`src/rtl/l1_line_ctrl.sv`:
```
module l1_line_ctrl #(
  parameter int NLINES = 8,
  localparam int IW = (NLINES > 1) ? $clog2(NLINES) : 1
) (
  input  logic          clk,
  input  logic          rst_n,
  input  logic [2:0]    op,
  input  logic [IW-1:0] idx,
  input  logic          excl,
  input  logic [IW-1:0] probe_idx,
  output logic [2:0]    probe_state,
  output logic          req_valid,
  output logic [IW-1:0] req_idx,
  output logic          req_pf,
  output logic          done_valid,
  output logic [IW-1:0] done_idx,
  output logic          wb_valid,
  output logic [IW-1:0] wb_idx
);
  localparam logic [2:0] ST_I = 3'd0, ST_S = 3'd1, ST_E = 3'd2, ST_O = 3'd3,
                         ST_M = 3'd4, ST_IS = 3'd5, ST_P = 3'd6;
  localparam logic [2:0] OP_LD = 3'd1, OP_PF = 3'd2, OP_FILL = 3'd3,
                         OP_EV = 3'd4, OP_ST = 3'd5, OP_DG = 3'd6;

  logic [2:0] line_st [NLINES];
  logic [2:0] cur, nxt;
  logic       go_req, go_pf, go_done, go_wb, stable;

  assign cur         = line_st[idx];
  assign probe_state = line_st[probe_idx];
  assign stable      = (cur != ST_I) && (cur != ST_IS) && (cur != ST_P);

  always_comb begin
    nxt     = cur;
    go_req  = 1'b0;
    go_pf   = 1'b0;
    go_done = 1'b0;
    go_wb   = 1'b0;
    case (op)
      OP_LD: begin
        if (cur == ST_I) begin
          nxt    = ST_IS;
          go_req = 1'b1;
        end else if (cur == ST_P) begin
          nxt = ST_IS;
        end else if (stable) begin
          go_done = 1'b1;
        end
      end
      OP_PF: begin
        if (cur == ST_I) begin
          nxt    = ST_P;
          go_req = 1'b1;
          go_pf  = 1'b1;
        end
      end
      OP_FILL: begin
        if (cur == ST_IS || cur == ST_P) begin
          nxt     = excl ? ST_E : ST_S;
          go_done = (cur == ST_IS);
        end
      end
      OP_EV: begin
        if (stable) begin
          nxt   = ST_I;
          go_wb = (cur == ST_M) || (cur == ST_O);
        end
      end
      OP_ST: begin
        if (cur == ST_E || cur == ST_M) nxt = ST_M;
      end
      OP_DG: begin
        if (cur == ST_M) nxt = ST_O;
        else if (cur == ST_E) nxt = ST_S;
      end
      default: ;
    endcase
  end

  always_ff @(posedge clk) begin
    if (!rst_n) begin
      for (int i = 0; i < NLINES; i++) line_st[i] <= ST_I;
      req_valid  <= 1'b0;
      req_pf     <= 1'b0;
      done_valid <= 1'b0;
      wb_valid   <= 1'b0;
      req_idx    <= '0;
      done_idx   <= '0;
      wb_idx     <= '0;
    end else begin
      line_st[idx] <= nxt;
      req_valid    <= go_req;
      req_pf       <= go_pf;
      done_valid   <= go_done;
      wb_valid     <= go_wb;
      req_idx      <= idx;
      done_idx     <= idx;
      wb_idx       <= idx;
    end
  end
endmodule

```
`config.mk`:
```
export PLATFORM = sky130hd
export DESIGN_NAME = l1_line_ctrl
export DESIGN_NICKNAME = d
export VERILOG_FILES = /design/src/rtl/l1_line_ctrl.sv
export SDC_FILE = /design/constraint.sdc
export NUM_CORES = 1
export LEC_CHECK = 0
export ABC_AREA = 1
export ABC_CLOCK_PERIOD_IN_PS = 2300
export BUFFER_PORTS_ARGS = -buffer_cell sky130_fd_sc_hd__buf_2
export CAP_MARGIN = 0
export CORE_MARGIN = 2
export CORE_UTILIZATION = 40
export CTS_CLUSTER_DIAMETER = 100
export DETAILED_ROUTE_END_ITERATION = 8
export PLACE_DENSITY = 0.56
export SKIP_LAST_GASP = 1
export SYNTH_ARGS = -nofsm -noshare
export SYNTH_HDL_FRONTEND = slang
export SYNTH_SLANG_ARGS = --single-unit
```
`constraint.sdc`:
```
create_clock -name clk -period 2.3 [get_ports clk]
set_clock_uncertainty 0.05 [all_clocks]
set_input_delay 0.23 -clock clk [delete_from_list [all_inputs] [get_ports clk]]
set_output_delay 0.23 -clock clk [all_outputs]
set_load 0.02 [all_outputs]
```
# Yosys cells after proc, flatten, opt, wreduce, memory -nomap -nowiden
# Memory sizes are Yosys's and may differ from the RTL's.
# Cells that the tools add are included.
# word_totals
regBits,7
ram_bits,24
input_bits,12
output_inout_bits,16
elab_cells,52
n_memories,1
# classes
n_eq_ne,13
n_mux,21
n_reduce_logical,12
# mem_list
name,depth,word_bits,rd,rd_ports_with_merged_regs,write_ports,line,source
line_st,8,3,2,0,8,25,logic [2:0] line_st [NLINES];
# ops
cell,count
3-bit 2-to-1 mux,10
"3-bit == test, second input constant",6
3-bit case mux with 6 select lines,1
"3-bit by 2-bit == test with 1-bit output, second input constant",4
1-bit 2-to-1 mux,8
"3-bit inequality test, second input constant",2
2-bit AND reduction,2
"3-bit by 1-bit == test with 1-bit output, second input constant",1
3-bit zero test,1
1-bit logical OR,3
3-bit AND reduction,1
3-bit nonzero test,1
3-bit OR reduction,1
1-bit logical AND,2
2-bit 2-to-1 mux,1
1-bit case mux with 2 select lines,1
2-bit OR reduction,1

# Depth between registers and ports, before layout
# Gate-level depths: netlist of the first run.
# An unclocked memory read counts as a cell.
# logic_depth
ltp_word,8
mapped_depth,15
ltp_nobuf,14

# Least setup slack after synthesis of the first run
# Ideal clock, no wire load.
# synth_timing
path_type,input -> register
startpoint,in idx[0]
endpoint,mem line_st[0][2] (data pin)
setup_ns,0.257
t_arrival_ns,1.532
required_ns,1.993
slack_ns,0.461
cell_stages,12
cell_sequence,buf_4 > buf_4 > nor2_1 > nor2_2 > nor2_2 > nand2_4 > inv_2 > nand2_1 > o21ai_0 > nand4_2 > nor2_4 > nor2_1
# synth_lines
item,line,source
from (decl),8,"input logic [IW-1:0] idx,"
to (decl),25,

==> results of run 1 <==
[sequential cells by signal, indices dropped and copies added (netlist names)]
signal      count
done_valid      1
line_st        24
req_pf          1
req_valid       1
wb_idx          3
wb_valid        1
[per-stage QoR]
| stage | worst slack [ns] | cell area (µm²) |
|---|---|---|
| 2_1_floorplan | 0.461 | 2180 |
| 4_1_cts | 0.286 | 2430 |
| 3_3_place_gp | 0.152 | 2340 |
| 3_5_place_dp | 0.136 | 2340 |
| 6_report | 0.259 | 2430 |
| 5_1_grt | 0.0630 | 2430 |
[cells by family (layout without fill, tap and decap cells)]
kind of cell	after synthesis	in the layout
AND/OR/NAND/NOR	160	160
flip-flops	31	31
AO/OA/AOI/OAI	37	37
buffers and inverters	55	81
[worst min path at each step]
stage,endpoint,slack (ns),cells after the start
5_1_grt,wb_idx[2]$_SDFF_PN0_,0.23,3
3_5_place_dp,wb_idx[2]$_SDFF_PN0_,0.51,3
3_3_place_gp,wb_idx[2]$_SDFF_PN0_,0.51,3
4_1_cts,wb_idx[2]$_SDFF_PN0_,0.20,3
2_1_floorplan,wb_idx[1]$_SDFF_PN0_,0.27,2
6_report,wb_idx[2]$_SDFF_PN0_,0.21,3
[power breakdown]
part | switching, W | internal [W] | total [W]
Clock | 0.000240 | 0.000216 | 0.000457
Sequential | 0.0000151 | 0.000634 | 0.000649
Combinational | 0.000256 | 0.000106 | 0.000362
[routing by layer]
layer	GRT usage, %	part of all wire, %
met4	7.68	2.4
met3	3.49	6.2
met2	26.2	43
met5	0	0
met1	28.3	49
[area by class of cell]
type / instances / area [µm²] / area share (%)
Tap cell: 70 / 87.6 / 3.60
Timing Repair Buffer: 30 / 158 / 6.48
Clock inverter: 3 / 23.8 / 0.978
Inverter: 43 / 163 / 6.69
Multi-Input combinational cell: 197 / 1070 / 44.0
Sequential cell: 31 / 861 / 35.4
Clock buffer: 5 / 68.8 / 2.83
[cell usage in the layout, fill, tap and decap left out, types with 11 or more instances in the layout]
cell / count
nor2_1: 34
inv_1: 32
nand3_1: 21
o21ai_0: 15
a21oi_1: 11
nand2_2: 16
edfxtp_1: 24
nand2_1: 54
buf_2: 27
[worst min-delay path: stages]
cell and delay (ns):
buf_2 0.17, nand2_1 0.07, inv_1 0.03
==> impl_results.md, run 1 <==
- Outcome: finished clean
- Core Footprint: ~5200 µm²
- Synth Area in Compound Gates: 9.83%
- Number of stages on the worst setup path: 12
- Post-synth top area cell: edfxtp_1
- Max-capacitance violation count: 0
- Number of remaining DRC errors: 0
- DR WL/cell: 14.1 µm
- Top FF cell, synth: edfxtp_1
- Synthesized cell area: between 2000 and 2500 µm²
- EDFF count, synth: 24
- R2R Path Start: line_st[2][1]$_SDFFCE_PN0P_
- Post-synth top area share: 33.1%
- Crit path largest cell delay: 0.38 ns
- Vias per cell: 5.22
- Pwr Total: 0.00147 W
- Ranking of synthesized cells by area: edfxtp_1 (33%), nand2_1 (9.3%), dfxtp_1 (6.4%)
- Clk pin slew, worst setup/hold paths: 0.08 ns
- Post-CTS Setup Repair Bufs: 0
- Maximum root-to-sink buffer count: 2
- Number of cells after detailed placement: around 370
- Max FO, Critical Path: 8
- Share of layout cells above drive strength 1: 30.4%
- CTS resizes: 0
- Crit. End Element: flip-flop
- Kind of critical path: flip-flop to flip-flop
- Fill count: approximately 530
- TritonCTS clock tree: done
- Vias in the first global route: 1,769
- Final min period: slightly above 2 ns
- CP startpoint: line_st[2][1]$_SDFFCE_PN0P_
- Fin crit share: 88.7%
- Fin cells: 379
- R2r endpoint: line_st[4][1]$_SDFFCE_PN0P_
- Syn avg cell area: between 7 and 8 µm²
- Die Area: 6050 µm²
- Synth cell count leaders: nand2_1 (54), nor2_1 (34), inv_1 (32)
- DRT antenna net count: 0
- Rows: 26
- GPL Wtd Cong: between 0.9 and 1
- R2R depth: 12
- Nets: 320
- Setup crit end: line_st[4][1]$_SDFFCE_PN0P_
- Iteration-0 DRC Markers: between 150 and 200
- Util after Layout: 47.0%
- Distinct cells, synth: 29
- Seq cells post-synth: 31
- Post-synthesis adder-cell area fraction: 0%
- Post-synthesis mux area share: 0%
- Vias: 1,977
- First-pass GRT wire length: 8910 µm
- CP Launch Type: flip-flop
- Initial antenna violation count: 0
- Mapped Nets: 295
- Setup slack, reg-to-reg: 0.26 ns
- CP Cell Sequence: inv_1, nand2_1, nand3_1, nand2_2, nor2_4, nand2_2, nand3_2, nand2_1, nor2_2, nand2_2, nor2_4, nor2_1
- Fin Setup TNS: 0 ns
- Layout area overhead: 11.7%
- Grt ovf: 0
- Min Hold Slack: approximately 0.21 ns
- Hold path startpoint: idx[2]
- Most common cell in the netlist: nand2_1
- Most frequent CP cell: nand2_2
- Fmax: 490 MHz
- CTS Sinks: 31
- Cell count after synthesis: 283
- CTS root buf: clkbuf_8
- FFs w/ async S/R, synth: 0%
- Number of I/O port buffers: 27
- Hold_buf cts: 0
- Htree depth: 2
- Drt pass-1 iters: 5
- Largest family of logic cells by synthesized area: simple AND/OR/NAND/NOR gates
- Worst skew pair latency: 0.29 ns
- Relative slew slack: 59.9%
- Max Slew Vio Count: 0
- Total leakage power: 1.11 nW
- Initial Utilization: 42.1%
- Post-Synth XOR/XNOR Area: 0%
- Total Routed Length: 5350 µm
- Worst Path Buf+Inv: 1
- Sequential fraction of the synthesis area: between 30% and 40%
- Die X: between 70 and 80 µm
- Largest net degree at the start of global routing: 18
- Slowest cell on crit path: edfxtp_1
- Crit path max-delay family: simple AND/OR/NAND/NOR gates
- Ant diodes: 0
- Syn. warnings: 0
- Unrepaired setup endpoints after global routing: no
- Worst Tran Pin Value: 0.597 ns
- Synth Area in Simple Gates: between 30% and 40%
- Critical path required time: 2.29 ns
- Hold Path Class: input pin to flip-flop
- Die Y: a little under 80 µm
- Gr usage total: 18.8%
- Post-DP HPWL: roughly 4000 µm
- Total CTS buffers: 5
- PwrDens: 604 nW/µm²
- Final Hold Viols: 0
- Max VDD drop: 0.000248 V
- Worst Path Arrival: 2.03 ns
- Endpoints failing setup: 0
- Boundary pin count: 28
(Power assumes the default switching activity.)
==> run 2: changes to the inputs <==
- BUFFER_PORTS_ARGS: -buffer_cell sky130_fd_sc_hd__buf_2 -> default
- DONT_BUFFER_PORTS: default -> 1
- PLACE_DENSITY: 0.56 -> 0.51
==> run 2 against run 1 <==
Sequential power up 2%; critical path depth grew 2; global-route usage fell by 0.19 points; final area decreased by 5.1%; maximum frequency is 0.93% lower; combinational power is 14% lower; non-clock buffer count fell by 26; first-iteration DRC count is 30% lower; core utilization shrank 2.4 points.
==> impl_results.md, run 2 (same netlist as run 1, synthesis figures left out) <==
- Top Registers: line_st: 24 flops, wb_idx: 3 flops
- Leading cell type in the layout, fill and taps excluded: nand2_1
- Largest net degree at the start of global routing: 20
- Clock power frac: between 30% and 40%
- PwrDens: a little over 600 nW/µm²
- Core Footprint: 5170 µm²
- Gr usage total: 18.6%
- Ant diodes: 0
- Initial Utilization: 42.1%
- NetSw: 0.000468 W
- Clk pin slew, worst setup/hold paths: roughly 0.070 ns
- Largest Register: line_st
- Fin Setup TNS: 0 ns
- Hold Path Class: input pin to flip-flop
- CTS root buf: clkbuf_8
- First-pass GRT wire length: approximately 8700 µm
- CTS Sinks: 31
- Hold depth: 2
- Reg power frac: 47.1%
- GPL Wtd Cong: 0.876
- Commonest cells after routing, fill and taps aside: nand2_1 (54), nor2_1 (34), inv_1 (32)
- Endpoints failing setup: 0
- Nets: 294
- Util after Layout: about 45%
- Die Y: between 70 and 80 µm
- Total CTS buffers: 5
- Unrepaired setup endpoints after global routing: no
- Maximum root-to-sink buffer count: 2
- Iteration-0 DRC Markers: 130
- DR WL/cell: 15.1 µm
- Max FO, Critical Path: 10
- Final instance area: 2310 µm²
- Max-capacitance violation count: 0
- CP Cell Sequence: inv_1, nand2_1, nand2_1, nor2_2, nor2_2, nand2_4, inv_2, nand2_1, nand2_1, nand2_1, clkinv_1, nand4_2, nor2_4, nor2_1
- Die Area: 6050 µm²
- R2R Path Start: line_st[5][2]$_SDFFCE_PN0P_
- Grt ovf: 0
- Fin crit share: about nine tenths
- CP Launch Type: flip-flop
- Fill count: roughly 530
- Max Slew Vio Count: 0
- Sw frac: between 30% and 40%
- Rows: 26
- Layout area overhead: 5.98%
- Drt pass-1 iters: 4
- Initial antenna violation count: 0
- Boundary pin count: 28
- DRT antenna net count: 0
- Crit path largest cell delay: between 0.3 and 0.4 ns
- Vias: 1,829
- Largest register FFs: 24
- Hold path startpoint: rst_n
- Vias in the first global route: 1,735
- Relative slew slack: 58.1%
- Slowest cell on crit path: edfxtp_1
- CP startpoint: line_st[5][2]$_SDFFCE_PN0P_
- Post-DP HPWL: between 4000 and 5000 µm
- Number of remaining DRC errors: 0
- Worst Path Arrival: roughly 2.0 ns
- Critical path required time: 2.28 ns
- Die X: 77.8 µm
- WHS Endpoint: wb_valid$_SDFF_PN0_
- Share of layout cells above drive strength 1: 22.3%
- Total leakage power: ~1 nW
- Outcome: finished clean
- R2r endpoint: line_st[6][2]$_SDFFCE_PN0P_
- Crit. End Element: flip-flop
- Kind of critical path: flip-flop to flip-flop
- Final Hold Viols: 0
- Internal: 0.000937 W
- Vias per cell: about 5.2
- Comb power frac: approximately 22%
- Worst Tran Pin Value: 0.623 ns
- Most frequent CP cell: nand2_1
- CTS resizes: 0
- Setup slack, reg-to-reg: 0.24 ns
- Number of I/O port buffers: 0
- Htree depth: 2
- Worst skew pair latency: ~0.28 ns
- Fmax: 485 MHz
- Cell Area, Placed: 2180 µm²
- Max VDD drop: 0.000334 V
- Total Routed Length: roughly 5300 µm
- Final min period: 2.06 ns
- TritonCTS clock tree: done
- R2R depth: 14
==> run 2: changes by cell type in the layout (fill, tap and decap cells not counted), sizes merged <==
cell / change
clkbuf: +1
inv: -1
clkinvlp: -1
dlygate4sd3: +4
clkinv: +1
buf: -30
==> run 2: critical path: cells and delay by family, from the launching register on <==
| kind | cells | cell delay (ns) |
|---|---|---|
| AND/OR/NAND/NOR | 11 | 1.13 |
| buffers and inverters | 3 | 0.25 |
| flip-flops | 1 | 0.37 |
==> run 2: metrics by stage <==
step	total power, W	cells	hold slack (ns)	setup slack, ns
floorplan	0.000928	283	0.273	0.461
global placement	0.000981	341	0.276	0.211
detailed placement	0.000977	341	0.283	0.220
CTS	0.00141	353	0.0313	0.239
global route	0.00146	353	0.0343	0.0413
finish	0.00140	353	0.0377	0.240
==> run 2: how the worst max path moves through the flow <==
stage          depth (start not counted)                          end
2_1_floorplan                         12  line_st[0][2]$_SDFFCE_PN0P_
3_3_place_gp                          12  line_st[3][2]$_SDFFCE_PN0P_
3_5_place_dp                          12  line_st[7][2]$_SDFFCE_PN0P_
4_1_cts                               14  line_st[7][2]$_SDFFCE_PN0P_
5_1_grt                               12  line_st[0][2]$_SDFFCE_PN0P_
6_report                              14  line_st[6][2]$_SDFFCE_PN0P_
==> run 2: cell type report <==
cell class	instances	area, µm²	area share, %
inverter	43	163	7.05
clock inverter	2	12.5	0.543
timing repair buffer	4	40.0	1.74
tap	70	87.6	3.80
clock buffer	6	72.6	3.15
multi-input combinational	197	1070	46.4
sequential	31	861	37.3
==> run 2: power by group through the flow <==
stage	combinational [W]	sequential, W	clock [W]
2_1_floorplan	0.000267	0.000660	0
4_1_cts	0.000309	0.000662	0.000434
3_5_place_dp	0.000303	0.000674	0
5_1_grt	0.000345	0.000664	0.000455
3_3_place_gp	0.000307	0.000674	0
6_report	0.000311	0.000662	0.000433
==> run 2: timing repair <==
item | in CTS | in global routing
hold endpoints to repair | 2 | 0
buffers inserted | 0 | 0
hold buffers | 4 | 0
==> run 2: per-layer routing <==
metal / routed length [µm] / up-vias / global-route usage [%]
met5: 0 / - / 0
met4: 76 / 0 / 6.07
met3: 286 / 7 / 3.60
met2: 2290 / 55 / 26.9
met1: 2680 / 855 / 27.7
li1: - / 912 / -
